==> config.mk <==
export PLATFORM = sky130hd
export DESIGN_NAME = copro_rst_halt_ctrl
export DESIGN_NICKNAME = d
export VERILOG_FILES = /design/src/rtl/copro_pkg.sv /design/src/rtl/copro_next.sv /design/src/rtl/copro_pulse.sv /design/src/rtl/copro_rst_halt_ctrl.sv
export SDC_FILE = /design/constraint.sdc
export NUM_CORES = 1
export LEC_CHECK = 0
export BUFFER_PORTS_ARGS = -buffer_cell sky130_fd_sc_hd__buf_2
export CAP_MARGIN = 20
export CORE_AREA = 2 2 39 41
export CTS_BUF_LIST = sky130_fd_sc_hd__clkbuf_8
export CTS_CLUSTER_DIAMETER = 150
export DETAILED_ROUTE_END_ITERATION = 10
export DIE_AREA = 0 0 41 43
export GPL_ROUTABILITY_DRIVEN = 1
export PLACE_DENSITY = 0.52
export SETUP_SLACK_MARGIN = 0.15
export SYNTH_ARGS = -nofsm -noshare
export SYNTH_HDL_FRONTEND = slang
export SYNTH_HIERARCHICAL = 1
export SYNTH_SLANG_ARGS = --single-unit
==> constraint.sdc <==
create_clock -name clk -period 0.85 [get_ports clk]
set_clock_uncertainty 0.1 [all_clocks]
set_input_delay 0.1275 -clock clk [delete_from_list [all_inputs] [get_ports clk]]
set_output_delay 0.1275 -clock clk [all_outputs]
set_load 0.01 [all_outputs]
==> src/rtl/copro_pkg.sv <==
package copro_pkg;
  localparam int CTRL_W = 2;

  // Stored control bits: index 1 = halt request, index 0 = run (reset released)
  typedef struct packed {
    logic busreq;
    logic run;
  } ctl_t;

  localparam ctl_t CTL_HOLD = '{busreq: 1'b1, run: 1'b0};
endpackage

==> src/rtl/copro_next.sv <==
module copro_next
  import copro_pkg::*;
(
  input  logic              wr_en,
  input  logic [CTRL_W-1:0] wr_ctl,
  input  logic              stopped,
  input  ctl_t              cur,
  input  logic              cur_halt,
  output ctl_t              nxt,
  output logic              nxt_halt,
  output logic              fire
);
  always_comb begin
    nxt      = cur;
    nxt_halt = cur_halt;
    fire     = 1'b0;
    if (wr_en) begin
      if (wr_ctl[0]) begin
        fire       = ~cur.run;
        nxt_halt   = wr_ctl[1];
        nxt.run    = 1'b1;
        nxt.busreq = wr_ctl[1];
      end else begin
        nxt_halt = 1'b1;
        nxt      = CTL_HOLD;
      end
      if (stopped) nxt.busreq = 1'b0;
    end
  end
endmodule

==> src/rtl/copro_pulse.sv <==
module copro_pulse (
  input  logic clk,
  input  logic rst,
  input  logic fire,
  output logic pulse_o
);
  always_ff @(posedge clk) begin
    if (rst) pulse_o <= 1'b0;
    else     pulse_o <= fire;
  end


  pulse_single_chk: assert property (@(posedge clk) disable iff (rst)
    pulse_o |=> !pulse_o);
endmodule

==> src/rtl/copro_rst_halt_ctrl.sv <==
module copro_rst_halt_ctrl
  import copro_pkg::*;
#(
  parameter int DATA_W = 16,
  parameter int STAT_W = 8
) (
  input  logic              clk,
  input  logic              rst,
  input  logic              wr_en,
  input  logic [DATA_W-1:0] wr_data,
  input  logic              stopped_i,
  output logic              rst_pulse_o,
  output logic              halt_o,
  output logic [STAT_W-1:0] status_o,
  output logic              ram_grant_o
);
  localparam int PAD_W = STAT_W - CTRL_W;

  ctl_t ctl_q, ctl_d;
  logic halt_d, fire;
  logic unused_hi_bits;

  assign unused_hi_bits = ^wr_data[DATA_W-1:CTRL_W];

  copro_next u_next (
    .wr_en    (wr_en),
    .wr_ctl   (wr_data[CTRL_W-1:0]),
    .stopped  (stopped_i),
    .cur      (ctl_q),
    .cur_halt (halt_o),
    .nxt      (ctl_d),
    .nxt_halt (halt_d),
    .fire     (fire)
  );

  copro_pulse u_pulse (
    .clk     (clk),
    .rst     (rst),
    .fire    (fire),
    .pulse_o (rst_pulse_o)
  );

  always_ff @(posedge clk) begin
    if (rst) begin
      ctl_q       <= CTL_HOLD;
      halt_o      <= 1'b1;
      ram_grant_o <= 1'b1;
    end else begin
      ctl_q       <= ctl_d;
      halt_o      <= halt_d;
      ram_grant_o <= ctl_d.busreq;
    end
  end

  assign status_o = {{PAD_W{1'b0}}, ctl_q};


  pulse_edge_chk: assert property (@(posedge clk) disable iff (rst)
    rst_pulse_o |-> ($past(wr_en) && !$past(status_o[0]) && status_o[0]));


  hold_halt_chk: assert property (@(posedge clk) disable iff (rst)
    (wr_en && !wr_data[0]) |=> halt_o);


  stopped_busreq_chk: assert property (@(posedge clk) disable iff (rst)
    (wr_en && stopped_i) |=> !status_o[1]);


  grant_track_chk: assert property (@(posedge clk) disable iff (rst)
    ram_grant_o == status_o[1]);


  idle_hold_chk: assert property (@(posedge clk) disable iff (rst)
    !wr_en |=> ($stable(status_o) && $stable(halt_o) && !rst_pulse_o));
endmodule

After elaboration in Yosys (flattened, before gate mapping)
Cells that the tools add are included.
{"block": "word_totals", "regBits": 4, "input_bits": 20, "out_inout_bits": 11, "elab_cells": 11}
{"block": "op_classes", "muxes": 3, "n_bitwise": 3, "n_reduce_logical": 1}
{"op": "1-bit inverter", "count": 3}
{"op": "3-bit OR reduction", "count": 1}
{"op": "1-bit two-way mux", "count": 2}
{"op": "2-bit two-way mux", "count": 1}

Depth between registers and ports, before layout
Gate-level depths: netlist of the first run.
{"block": "logic_depth", "ltp_word": 2, "ltp_mapped": 3, "mapped_depth_nobuf": 3}

Cells and area by module
The synthesis of the first run kept the hierarchy.
{"mod": "copro_rst_halt_ctrl", "n_inst": 1, "cells_per_inst": 14, "area_per_inst_um2": 135.1, "seq_area_each_um2": 60.1}
{"mod": "copro_next", "n_inst": 1, "cells_per_inst": 10, "area_per_inst_um2": 47.5, "seq_area_each_um2": 0.0}
{"mod": "copro_pulse", "n_inst": 1, "cells_per_inst": 2, "area_per_inst_um2": 33.8, "seq_area_each_um2": 20.0}

Worst setup path before layout of the first run
No wires, ideal clock.
{"block": "synth_path", "path_kind": "reg2reg", "from": "register, netlist name halt_o", "to": "register halt_o", "setup_ns": 0.120, "t_arrival_ns": 0.643, "required_time_ns": 0.630, "slack_ns": -0.013, "stages_incl_launch_ff": 4, "path_buffers": 0, "synth_period_minus_slack_ns": 0.863, "cell_sequence": "dfxtp_1 -> nor2_1 -> a21oi_1 -> or2_1"}
{"element": "to (signal assigned)", "line": "copro_rst_halt_ctrl.sv:50", "rtl": "halt_o <= halt_d;"}
{"element": "to (decl)", "line": "copro_rst_halt_ctrl.sv:13", "rtl": "output logic halt_o,"}

Worst setup path in the final report of the first run
{"block": "layout_path", "from": "register ctl_q, in the netlist status_o[0]", "to": "output port status_o[0]"}
{"element": "from (decl)", "line": "copro_rst_halt_ctrl.sv:19", "rtl": "ctl_t ctl_q, ctl_d;"}
{"element": "from (signal assigned)", "line": "copro_rst_halt_ctrl.sv:49", "rtl": "ctl_q <= ctl_d;"}
{"element": "to (decl)", "line": "copro_rst_halt_ctrl.sv:14", "rtl": "output logic [STAT_W-1:0] status_o,"}
No word-level cell between the ends.

==> impl_metrics.py, run 1 <==
metrics = {
    "status": {
        "status": "complete, but fails checks",
        "failed_checks": "negative setup slack",
    },
    "floorplan": {
        "die_h_um": 43,
        "ios": 31,
        "dieArea_um2": 1760,
        "die_x_um": 41,
        "placementRows": 14,
        "start_util": 0.156,
        "coreArea_um2": 1380,
    },
    "layout": {
        "drive_gt1_frac": 0.486,
        "area_growth_pct": 50.3,
        "fin_cells": 53,
        "finalNetCount": 59,
        "insertedDiodeCount": 0,
    },
    "power_and_ir_drop": {
        "p_clk_frac": 0.569,
        "swShare": 0.203,
        "irDropWorstVdd_v": 0.000469,
        "comb_power_share": 0.126,
        "p_per_area_nw_per_um2": 2110,
        "p_seq_frac": 0.304,
        "total_leakage_power_nw": 0.156,
        "p_sw_w": 0.000140,
        "internal_power_w": 0.000547,
    },
    "yosys": {
        "ys_warn_count": 6,
        "yosys.area.top_type": "dfxtp_1",
        "netlist_instances": 26,
        "synth_edf_count": 0,
        "synth_ff_type": "dfxtp_1",
        "synth_most_common_cell": "buf_4",
        "synth_common_cells": "buf_4 (7), dfxtp_1 (4)",
        "synth_cell_type_count": 13,
        "avgSynthCellArea_um2": 8.33,
        "yosys.area.top_type_share": 0.370,
        "synth-async-reset-ratio": 0,
        "synth_area_leaders": "dfxtp_1 (37%), buf_4 (24%), nor2b_4 (6.4%), nor2b_1 (5.8%), or2_1 (5.8%)",
        "synth_seq_cells": 4,
        "seq_area_frac_synth": 0.370,
        "syn_area_um2": 216,
    },
    "clock_tree": {
        "clkTransAtPathRegs_ps": 30,
        "cts_max_path_buffers": 2,
        "cts_root_buf": "clkbuf_8",
        "htreeDepth": 1,
        "post-cts-setup-buffers": 0,
        "clock_latency_ps": 210,
        "cts_tree": "built",
        "holdBufCountCts": 0,
        "numCtsBuffers": 3,
        "cts_sinks": 4,
    },
    "grt": {
        "antenna_found_initial": 0,
        "grt_pass1_vias": 166,
        "grt_overflow": 0,
        "grt_max_degree": 7,
        "grt_first_pass_wirelength_um": 572,
        "grtUsageTotal": 0.0571,
    },
    "placement": {
        "globalplace.congestion": 0.536,
        "dp_cells": 50,
        "hpwl_um": 337,
        "post-place-ws_ps": -73.6,
        "numPortBuffers": 10,
    },
    "route": {
        "wirelength_um": 393,
        "drt-vias-per-instance": 3.19,
        "drcViolationCount": 0,
        "drtAntennaViolNets": 0,
        "drtPass1Iterations": 2,
        "drtIter0Drc": 1,
        "route.detailed.wl_per_inst_um": 7.42,
        "vias": 169,
    },
    "setup_path": {
        "cpPeakStageDelay_ps": 340,
        "path_delay_family": "flip-flops",
        "crit_fanout": 3,
        "crit_type": "register to output port",
        "cp_slowest_cell": "dfxtp_2",
        "arrival_ps": 660,
        "path_buf_inv": 1,
        "critPathRequiredTime_ps": 620,
        "path_cells": "buf_6",
        "startpoint_type": "register",
        "end_kind": "output port",
    },
    "timing": {
        "holdWs_ps": 28.2,
        "fmax_mhz": 1130,
        "setup_slack_ps": -36.6,
        "rsz0062_at_grt": "true",
        "drv_slew": 0,
        "min_period_ps": 887,
        "setup_violations": 6,
        "hold_violations": 0,
        "finalCritPeriodShare": 1.04,
    },
    "flow_run": {
        "max_cap_viol_count": 0,
    },
    "hold_path": {
        "hold_class": "input port to register",
    },
}
power groups by stage:
stage	Combinational [W]	Sequential (W)	Clock [W]
2_1_floorplan	0.0000610	0.000214	0
3_3_place_gp	0.0000735	0.000208	0
3_5_place_dp	0.0000740	0.000208	0
4_1_cts	0.0000789	0.000207	0.000406
5_1_grt	0.0000974	0.000210	0.000418
6_report	0.0000867	0.000209	0.000391
layer usage:
layer  track usage  vias up  wire length [um]  part of all wire
met1        0.0415       71               133              0.34
met2        0.0719       10               198              0.50
met3        0.0471        0                62              0.16
li1              -       88                 -                 -
met4        0.0800        0                 0                 0
met5             0        -                 0                 0
final timing paths:
path	from	end	slack [ps]	cells after the start
setup / recovery	status_o[0]$_SDFF_PP0_	status_o[0]	-40	1
hold / removal	rst	u_pulse/pulse_o$_SDFF_PP0_	30	2
setup reg to reg	status_o[1]$_SDFF_PP1_	status_o[1]$_SDFF_PP1_	-10	3
hold reg to reg	status_o[0]$_SDFF_PP0_	u_pulse/pulse_o$_SDFF_PP0_	430	2
metrics by stage:
step	utilization	TNS [ps]	instance area [um^2]	total power, W
2_1_floorplan	-	-2.65	239	0.000275
3_3_place_gp	0.185	-106	256	0.000281
3_5_place_dp	0.185	-126	256	0.000282
4_1_cts	0.224	-163	310	0.000693
5_1_grt	0.235	-325	325	0.000726
6_report	0.235	-130	325	0.000687
layout make-up:
cell class / instances / area (um^2)
well taps: 16 / 20.0
fillers: 162 / 1060
repair buffers: 10 / 75.1
clock buffers: 3 / 41.3
multi-input cells: 18 / 97.6
flip-flops and latches: 4 / 83.8
inverters: 2 / 7.51
cells in the final DEF, fill, tap and decap left out, drive strengths merged:
cell / instances
a21oi: 1
nand2: 1
nor2b: 3
inv: 2
buf: 10
clkbuf: 3
o22ai: 1
or2: 2
o21ai: 1
conb: 6
nor2: 2
nand2b: 1
dfxtp: 4
kinds of logic after synthesis:
group	after synthesis	share of synthesized area
flip-flops	4	0.370
AND/OR/NAND/NOR	9	0.260
buffers and inverters	9	0.277
AO/OA/AOI/OAI	3	0.0751
other	1	0.0173
registers in the layout, summed over array words and instances (netlist names):
register	flops
status_o	2
u_pulse/pulse_o	1
halt_o	1
timing repair:
action	CTS	global route
setup endpoints to repair	8	9
pin swaps	1	0
resized for setup	2	3
Power figures use the tool's default switching activity.
==> run 2, diff against run 1 <==
--- a/config.mk
+++ b/config.mk
@@ -19,3 +19,4 @@
 export SYNTH_HDL_FRONTEND = slang
 export SYNTH_HIERARCHICAL = 1
 export SYNTH_SLANG_ARGS = --single-unit
+export TNS_END_PERCENT = 30
==> impl_metrics.py, run 2 (synthesis results as in run 1) <==
metrics = {
    "timing": {
        "rsz0062_at_grt": "true",
        "setup_slack_ps": -37.5,
        "setup_tns_ps": -124,
        "min_period_ps": 887,
        "fmax_mhz": 1130,
        "drv_slew": 0,
        "setup_violations": 7,
        "hold_violations": 0,
        "finalCritPeriodShare": 1.04,
    },
    "route": {
        "drt-vias-per-instance": 3.36,
        "drtPass1Iterations": 1,
        "drtAntennaViolNets": 0,
        "drcViolationCount": 0,
        "wirelength_um": 411,
        "route.detailed.wl_per_inst_um": 7.75,
        "vias": 178,
        "drtIter0Drc": 0,
    },
    "setup_path": {
        "cp.depth": 1,
        "path_buf_inv": 1,
        "reg2reg_from": "status_o[1]$_SDFF_PP1_",
        "critPathRequiredTime_ps": 620,
        "worst-r2r-cell-count": 3,
        "cpPeakStageDelay_ps": 340,
        "path_cells": "buf_6",
        "startpoint_type": "register",
        "crit_type": "register to output port",
        "crit_fanout": 3,
        "critPathCapture": "ram_grant_o",
        "worst-r2r-setup-slack_ps": -10,
        "path_delay_family": "flip-flops",
        "crit_start": "status_o[1]$_SDFF_PP1_",
        "cp_slowest_cell": "dfxtp_2",
        "end_kind": "output port",
        "arrival_ps": 660,
        "r2r_end": "status_o[1]$_SDFF_PP1_",
    },
    "floorplan": {
        "coreArea_um2": 1380,
        "ios": 31,
        "placementRows": 14,
        "die_h_um": 43,
        "dieArea_um2": 1760,
        "die_x_um": 41,
        "start_util": 0.156,
    },
    "hold_path": {
        "hold_class": "input port to register",
    },
    "layout": {
        "drive_gt1_frac": 0.459,
        "layout_common_cells": "conb_1 (6), buf_2 (6), buf_6 (4)",
        "largest_reg_flops": 2,
        "insertedDiodeCount": 0,
        "area_growth_pct": 49.1,
        "finalNetCount": 59,
    },
    "power_and_ir_drop": {
        "p_clk_frac": 0.574,
        "comb_power_share": 0.124,
        "p_sw_w": 0.000145,
        "p_per_area_nw_per_um2": 2140,
        "total_leakage_power_nw": 0.156,
        "internal_power_w": 0.000547,
        "p_seq_frac": 0.302,
        "irDropWorstVdd_v": 0.000467,
        "swShare": 0.209,
        "power_w": 0.000692,
    },
    "grt": {
        "grt_overflow": 0,
        "grt_max_degree": 7,
        "grt_pass1_vias": 162,
        "grt_first_pass_wirelength_um": 614,
        "grtUsageTotal": 0.0661,
        "antenna_found_initial": 0,
    },
    "clock_tree": {
        "cts_max_path_buffers": 2,
        "cts_sinks": 4,
        "clock_latency_ps": 210,
        "cts_root_buf": "clkbuf_8",
        "cts_tree": "built",
        "clkTransAtPathRegs_ps": 30,
        "htreeDepth": 1,
        "numCtsBuffers": 3,
    },
    "placement": {
        "numPortBuffers": 10,
        "globalplace.congestion": 0.557,
        "hpwl_um": 306,
        "post-place-ws_ps": -63.6,
    },
    "status": {
        "status": "complete, but fails checks",
        "failed_checks": "negative setup slack",
    },
    "flow_run": {
        "max_cap_viol_count": 0,
    },
}
[run 2: stage by stage]
| stage | cell area (um^2) | hold WS, ps | cells | utilization |
|---|---|---|---|---|
| 6_report | 323 | 26.3 | 53 | 0.233 |
| 2_1_floorplan | 236 | 91.8 | 31 | - |
| 4_1_cts | 310 | 28.2 | 53 | 0.224 |
| 3_5_place_dp | 254 | 258 | 50 | 0.184 |
| 3_3_place_gp | 254 | 257 | 50 | 0.184 |
| 5_1_grt | 323 | 27.4 | 53 | 0.233 |
[run 2: final cells by class]
type | instances | area [um^2]
Clock buffer | 3 | 41.3
Inverter | 2 | 7.51
Multi-Input combinational cell | 18 | 95.1
Sequential cell | 4 | 83.8
Fill cell | 159 | 1060
Tap cell | 16 | 20.0
Timing Repair Buffer | 10 | 75.1
[run 2: timing repair]
action                                  CTS  global route
endpoints found under the setup margin    9             9
hold buffers                              0             0
gates resized for setup                   4             3
pin swaps                                 2             1
buffers inserted                          0             0
[run 2: power by group through the flow]
stage | combinational [W] | sequential (W) | clock (W)
CTS | 0.0000780 | 0.000207 | 0.000414
detailed placement | 0.0000727 | 0.000208 | 0
floorplan | 0.0000604 | 0.000212 | 0
global route | 0.0000970 | 0.000210 | 0.000432
finish | 0.0000860 | 0.000209 | 0.000397
global placement | 0.0000725 | 0.000207 | 0
[run 2: worst min path at each step]
stage | endpoint | cells after the start | startpoint | slack [ps]
after floorplan | u_pulse/pulse_o$_SDFF_PP0_ | 1 | rst | 90
after global placement | u_pulse/pulse_o$_SDFF_PP0_ | 2 | rst | 260
after detailed placement | u_pulse/pulse_o$_SDFF_PP0_ | 2 | rst | 260
after CTS | u_pulse/pulse_o$_SDFF_PP0_ | 2 | rst | 30
after global routing | u_pulse/pulse_o$_SDFF_PP0_ | 2 | rst | 30
final | u_pulse/pulse_o$_SDFF_PP0_ | 2 | rst | 30
[run 2: routing by layer]
layer | vias to the layer above | share of wire | GRT usage
met5 | - | 0 | 0
met4 | 0 | 0 | 0.0800
met3 | 0 | 0.13 | 0.0785
met2 | 10 | 0.55 | 0.0844
met1 | 80 | 0.31 | 0.0382
li1 | 88 | - | -
